[config.mk]
export PLATFORM = sky130hd
export DESIGN_NAME = phase_guard
export DESIGN_NICKNAME = d
export VERILOG_FILES = /design/src/rtl/pg_pkg.sv /design/src/rtl/pg_sync.sv /design/src/rtl/pg_cfg_reg.sv /design/src/rtl/pg_cut_latch.sv /design/src/rtl/phase_guard.sv
export SDC_FILE = /design/constraint.sdc
export NUM_CORES = 1
export LEC_CHECK = 0
export BUFFER_PORTS_ARGS = -buffer_cell sky130_fd_sc_hd__buf_4
export CORE_AREA = 2 2 39 41
export CTS_CLUSTER_DIAMETER = 50
export DETAILED_ROUTE_END_ITERATION = 7
export DIE_AREA = 0 0 41 43
export PLACE_DENSITY = 0.69
export SYNTH_ARGS = -nofsm -noshare
export SYNTH_HDL_FRONTEND = slang
export SYNTH_SLANG_ARGS = --single-unit
[constraint.sdc]
create_clock -name clk_i -period 2 [get_ports clk_i]
set_input_delay 0.6 -clock clk_i [delete_from_list [all_inputs] [get_ports clk_i]]
set_output_delay 0.6 -clock clk_i [all_outputs]
set_load 0.05 [all_outputs]
[src/rtl/pg_pkg.sv]
package pg_pkg;
    localparam int unsigned PG_REG_W  = 8;
    localparam int unsigned PG_BIT_RL = 0;
    localparam int unsigned PG_BIT_EN = 1;

    typedef struct packed {
        logic arm;
        logic reload;
    } pg_cfg_t;

    typedef struct packed {
        logic cut;
    } pg_cut_t;
endpackage

[src/rtl/pg_sync.sv]
module pg_sync #(
    parameter int unsigned STAGES  = 2,
    parameter logic        RST_VAL = 1'b1
) (
    input  logic clk_i,
    input  logic rst_ni,
    input  logic async_i,
    output logic sync_o
);
    logic [STAGES-1:0] chain_d, chain_q;

    always_comb begin
        chain_d = {chain_q[STAGES-2:0], async_i};
    end

    always_ff @(posedge clk_i or negedge rst_ni) begin
        if (!rst_ni) chain_q <= {STAGES{RST_VAL}};
        else         chain_q <= chain_d;
    end

    assign sync_o = chain_q[STAGES-1];
endmodule

[src/rtl/pg_cfg_reg.sv]
module pg_cfg_reg
    import pg_pkg::*;
#(
    parameter int unsigned REG_W  = PG_REG_W,
    parameter int unsigned BIT_EN = PG_BIT_EN,
    parameter int unsigned BIT_RL = PG_BIT_RL
) (
    input  logic             clk_i,
    input  logic             rst_ni,
    input  logic             we_i,
    input  logic             unlock_i,
    input  logic [REG_W-1:0] wdata_i,
    input  logic             lock_i,
    output pg_cfg_t          cfg_o,
    output logic [REG_W-1:0] rdata_o
);
    pg_cfg_t cfg_d, cfg_q;

    always_comb begin
        cfg_d = cfg_q;
        if (we_i && unlock_i) begin
            cfg_d.arm    = wdata_i[BIT_EN];
            cfg_d.reload = wdata_i[BIT_RL] & ~lock_i;
        end
    end

    always_ff @(posedge clk_i or negedge rst_ni) begin
        if (!rst_ni) cfg_q <= '0;
        else         cfg_q <= cfg_d;
    end

    always_comb begin
        rdata_o         = '0;
        rdata_o[BIT_EN] = cfg_q.arm;
        rdata_o[BIT_RL] = cfg_q.reload & ~lock_i;
    end

    always_comb begin
        cfg_o        = cfg_q;
        cfg_o.reload = cfg_q.reload & ~lock_i;
    end
endmodule

[src/rtl/pg_cut_latch.sv]
module pg_cut_latch
    import pg_pkg::*;
(
    input  logic clk_i,
    input  logic rst_ni,
    input  logic arm_i,
    input  logic estop_sync_ni,
    output logic cut_o
);
    pg_cut_t st_d, st_q;

    always_comb begin
        st_d = st_q;
        if (st_q.cut) begin
            if (estop_sync_ni && !arm_i) st_d.cut = 1'b0;
        end else begin
            if (arm_i && !estop_sync_ni) st_d.cut = 1'b1;
        end
    end

    always_ff @(posedge clk_i or negedge rst_ni) begin
        if (!rst_ni) st_q <= '0;
        else         st_q <= st_d;
    end

    assign cut_o = st_q.cut;
endmodule

[src/rtl/phase_guard.sv]
module phase_guard
    import pg_pkg::*;
#(
    parameter int unsigned N_PH        = 6,
    parameter int unsigned SYNC_STAGES = 2,
    parameter int unsigned REG_W       = PG_REG_W
) (
    input  logic             clk_i,
    input  logic             rst_ni,
    input  logic             estop_ni,
    input  logic             cfg_we_i,
    input  logic             cfg_unlock_i,
    input  logic [REG_W-1:0] cfg_wdata_i,
    input  logic             reload_lock_i,
    input  logic [N_PH-1:0]  ph_oe_i,
    input  logic [N_PH-1:0]  ph_dat_i,
    output logic [N_PH-1:0]  ph_oe_o,
    output logic [N_PH-1:0]  ph_dat_o,
    output logic [REG_W-1:0] cfg_rdata_o,
    output logic             reload_sel_o
);
    pg_cfg_t cfg;
    logic    estop_s;
    logic    cut_w;

    pg_sync #(.STAGES(SYNC_STAGES), .RST_VAL(1'b1)) u_sync (
        .clk_i  (clk_i),
        .rst_ni (rst_ni),
        .async_i(estop_ni),
        .sync_o (estop_s)
    );

    pg_cfg_reg #(.REG_W(REG_W)) u_cfg (
        .clk_i   (clk_i),
        .rst_ni  (rst_ni),
        .we_i    (cfg_we_i),
        .unlock_i(cfg_unlock_i),
        .wdata_i (cfg_wdata_i),
        .lock_i  (reload_lock_i),
        .cfg_o   (cfg),
        .rdata_o (cfg_rdata_o)
    );

    pg_cut_latch u_latch (
        .clk_i        (clk_i),
        .rst_ni       (rst_ni),
        .arm_i        (cfg.arm),
        .estop_sync_ni(estop_s),
        .cut_o        (cut_w)
    );

    for (genvar g = 0; g < N_PH; g++) begin : g_phase
        always_comb begin
            ph_oe_o[g]  = ph_oe_i[g]  & ~cut_w;
            ph_dat_o[g] = ph_dat_i[g] & ~cut_w;
        end
    end

    assign reload_sel_o = cfg.reload;
endmodule


==> run_results.csv <==
group,metric,value,unit
status,result_of_the_run,"finished, final reports clean",
synthesis,syn_area,335,um^2
synthesis,syn-instance-count,34,
timing,fmaxAchievable,581,MHz
floorplan,placement_rows,14,
setup_path,cp.required,1.40,ns
placement,number_of_placed_instances_with_taps_included,80,
hold_path,min-delay-path-class,"in -> async",
global_routing,grt.overflow.total,0,
timing,fin_ws,0.278,ns
setup_path,end_kind,"output pin",
clock_tree,clock_insertion_delay_worst_skew,0.25,ns
clock_tree,numCtsBuffers,3,
placement,port_buffers,34,
setup_path,worst_setup_path_start_kind,"flip-flop",
detailed_routing,routed-via-count,321,
clock_tree,cts_tree,"built",
setup_path,cp_data_arrival_time,1.12,ns
floorplan,floorplan.die.height,43,um
detailed_routing,drt_pass1_iterations,1,
power,total_leakage_power,0.320,nW
job,cap_viol_max_count,0,
clock_tree,cts.hold.buffers_added,0,
placement,dp_worst_setup_slack,0.356,ns
detailed_routing,route.final.wire_length,755,um
synthesis,synth_seq_cells,5,
placement,detailed_placer_s_ending_hpwl,621,um
timing,final-hold-violation-count,0,
global_routing,first_global_vias,262,
synthesis,post-synth-top-area-fraction,0.261,
synthesis,syn-mean-instance-area,9.86,um^2
timing,setup_viol_count_final,0,
detailed_routing,ant_nets,0,
timing,final.setup_skew,0.00366,ns
floorplan,fp.dieArea,1760,um^2
detailed_routing,first_iter_violations,0,
cells_and_area,most-common-layout-cells,"sky130_fd_sc_hd__buf_4 (34), sky130_fd_sc_hd__nor2b_1 (13), sky130_fd_sc_hd__conb_1 (6), sky130_fd_sc_hd__clkbuf_4 (3), sky130_fd_sc_hd__dfrtp_1 (3)",
synthesis,synth_area_leader_cell,"sky130_fd_sc_hd__nor2b_1",
floorplan,initial_core_util,0.242,
global_routing,maximum_number_of_pins_on_one_net_before_global_route_repair,14,
cells_and_area,layout-drive-gt1-share,0.647,
global_routing,antenna_found_initial,0,
synthesis,synth.top_cells.by_area,"sky130_fd_sc_hd__nor2b_1 (26%), sky130_fd_sc_hd__dfrtp_1 (22%), sky130_fd_sc_hd__buf_4 (18%), sky130_fd_sc_hd__dfstp_2 (16%), sky130_fd_sc_hd__mux2_4 (9.0%)",
timing,layout_worst_path_cycle_share,0.861,
detailed_routing,wl_per_cell,8.99,um
setup_path,critical_path_peak_fanout,13,
synthesis,yosysWarningCount,0,
timing,timing.final.max_slew_violations,0,
synthesis,share_of_synthesized_area_occupied_by_flip_flops_and_latches,0.381,
cells_and_area,final_core_util,0.429,
clock_tree,cts.repair.resized,0,
power,cellPowerDensity,901,nW/um^2
timing,grt_setup_unrepaired,"false",
floorplan,boundaryPins,47,
setup_path,critPathKind,"reg -> out",
detailed_routing,drc,0,
synthesis,synth.distinct_cells,10,
power,highest_ir_drop_seen_on_vdd,0.377,mV
clock_tree,clockBufferDepth,2,
timing,final.setup.tns,0,ns
clock_tree,cts.htree.levels,1,
cells_and_area,antenna_cells,0,
cells_and_area,fin_cells,84,
global_routing,grt_util_all_layers,0.0920,
timing,final_period_minus_worst_setup_slack,1.72,ns
clock_tree,clk_pin_slew_worst_paths,0.05,ns
cells_and_area,layout.filler_cells,147,
setup_path,r2r_setup_slk,1.02,ns
cells_and_area,flow.area_growth_from_synthesis,76.9,%
placement,finalWeightedCongestion,0.640,
cells_and_area,layout.cells.most_common,"sky130_fd_sc_hd__buf_4",
floorplan,fp.dieW,41,um
clock_tree,cts.sink_count,5,
clock_tree,cts_setup_buffers,0,
cells_and_area,design.final.nets,95,
floorplan,core_area,1380,um^2
global_routing,grt_pass1_wl,1.01,mm
clock_tree,clockRootBuffer,"sky130_fd_sc_hd__clkbuf_4",
detailed_routing,routed_via_density,3.82,
==> state kept, by name, summed over array words and instances, names as in the netlist <==
register	cells
u_sync.chain_q	2
u_cfg.cfg_o	1
u_cfg.cfg_q	1
u_latch.cut_o	1
==> kinds of logic after synthesis <==
family | after synthesis | synth area share
adder cells (fa/ha/maj) | 1 | 0.0336
buffers and inverters | 10 | 0.205
flip-flops | 5 | 0.381
other | 1 | 0.0112
multiplexers | 2 | 0.0896
AND/OR/NAND/NOR | 15 | 0.280
==> cell usage after synthesis <==
cell,number
sky130_fd_sc_hd__nor2b_1,14
sky130_fd_sc_hd__buf_4,8
sky130_fd_sc_hd__dfrtp_1,3
sky130_fd_sc_hd__dfstp_2,2
sky130_fd_sc_hd__mux2_4,2
sky130_fd_sc_hd__buf_2,1
sky130_fd_sc_hd__conb_1,1
sky130_fd_sc_hd__inv_1,1
sky130_fd_sc_hd__maj3_2,1
sky130_fd_sc_hd__nand2_2,1
==> critical path, cell delays in order, from the launching register on <==
cell and delay, ns:
sky130_fd_sc_hd__dfrtp_1 0.50, sky130_fd_sc_hd__nor2b_1 0.17, sky130_fd_sc_hd__buf_4 0.21
==> final cells by class <==
| cell class | count | area (um^2) | share of cell area |
|---|---|---|---|
| Clock buffer | 4 | 26.3 | 0.0443 |
| Inverter | 1 | 3.75 | 0.00633 |
| Multi-Input combinational cell | 24 | 160 | 0.270 |
| Sequential cell | 5 | 128 | 0.215 |
| Tap cell | 16 | 20.0 | 0.0338 |
| Timing Repair Buffer | 34 | 255 | 0.430 |
==> path summary, 6_finish.rpt <==
kind | from | to | cells after the start
setup / recovery | u_latch.cut_o | ph_dat_o[0] | 2
hold / removal | rst_ni | u_cfg.cfg_q[0] | 1
setup reg to reg | u_latch.cut_o | u_latch.cut_o | 1
hold reg to reg | u_sync.chain_q[0] | u_sync.chain_q[1] | 0
max in group asynchronous | rst_ni | u_sync.chain_q[0] | 1
min in group clk_i | u_sync.chain_q[0] | u_sync.chain_q[1] | 0
==> routing by layer <==
layer	global-route usage	up-vias	wire (um)
li1	-	155	-
met1	0.0822	133	226
met2	0.141	28	372
met3	0.0314	5	126
met4	0.100	0	28
met5	0	-	0
==> where the power goes <==
part           leakage [nW]  internal [mW]  switching, mW  total [mW]
sequential           0.0575          0.114         0.0180       0.132
combinational         0.248         0.0934          0.188       0.282
clock                0.0150         0.0756         0.0446       0.120
total                 0.320          0.283          0.251       0.534
==> through the flow <==
step	area (um^2)	total power, mW	hold WS [ns]
floorplan	357	0.342	0.304
global placement	567	0.415	0.346
detailed placement	567	0.418	0.349
CTS	593	0.541	0.141
global route	593	0.563	0.137
finish	593	0.534	0.145
Power figures use the tool's default switching activity.
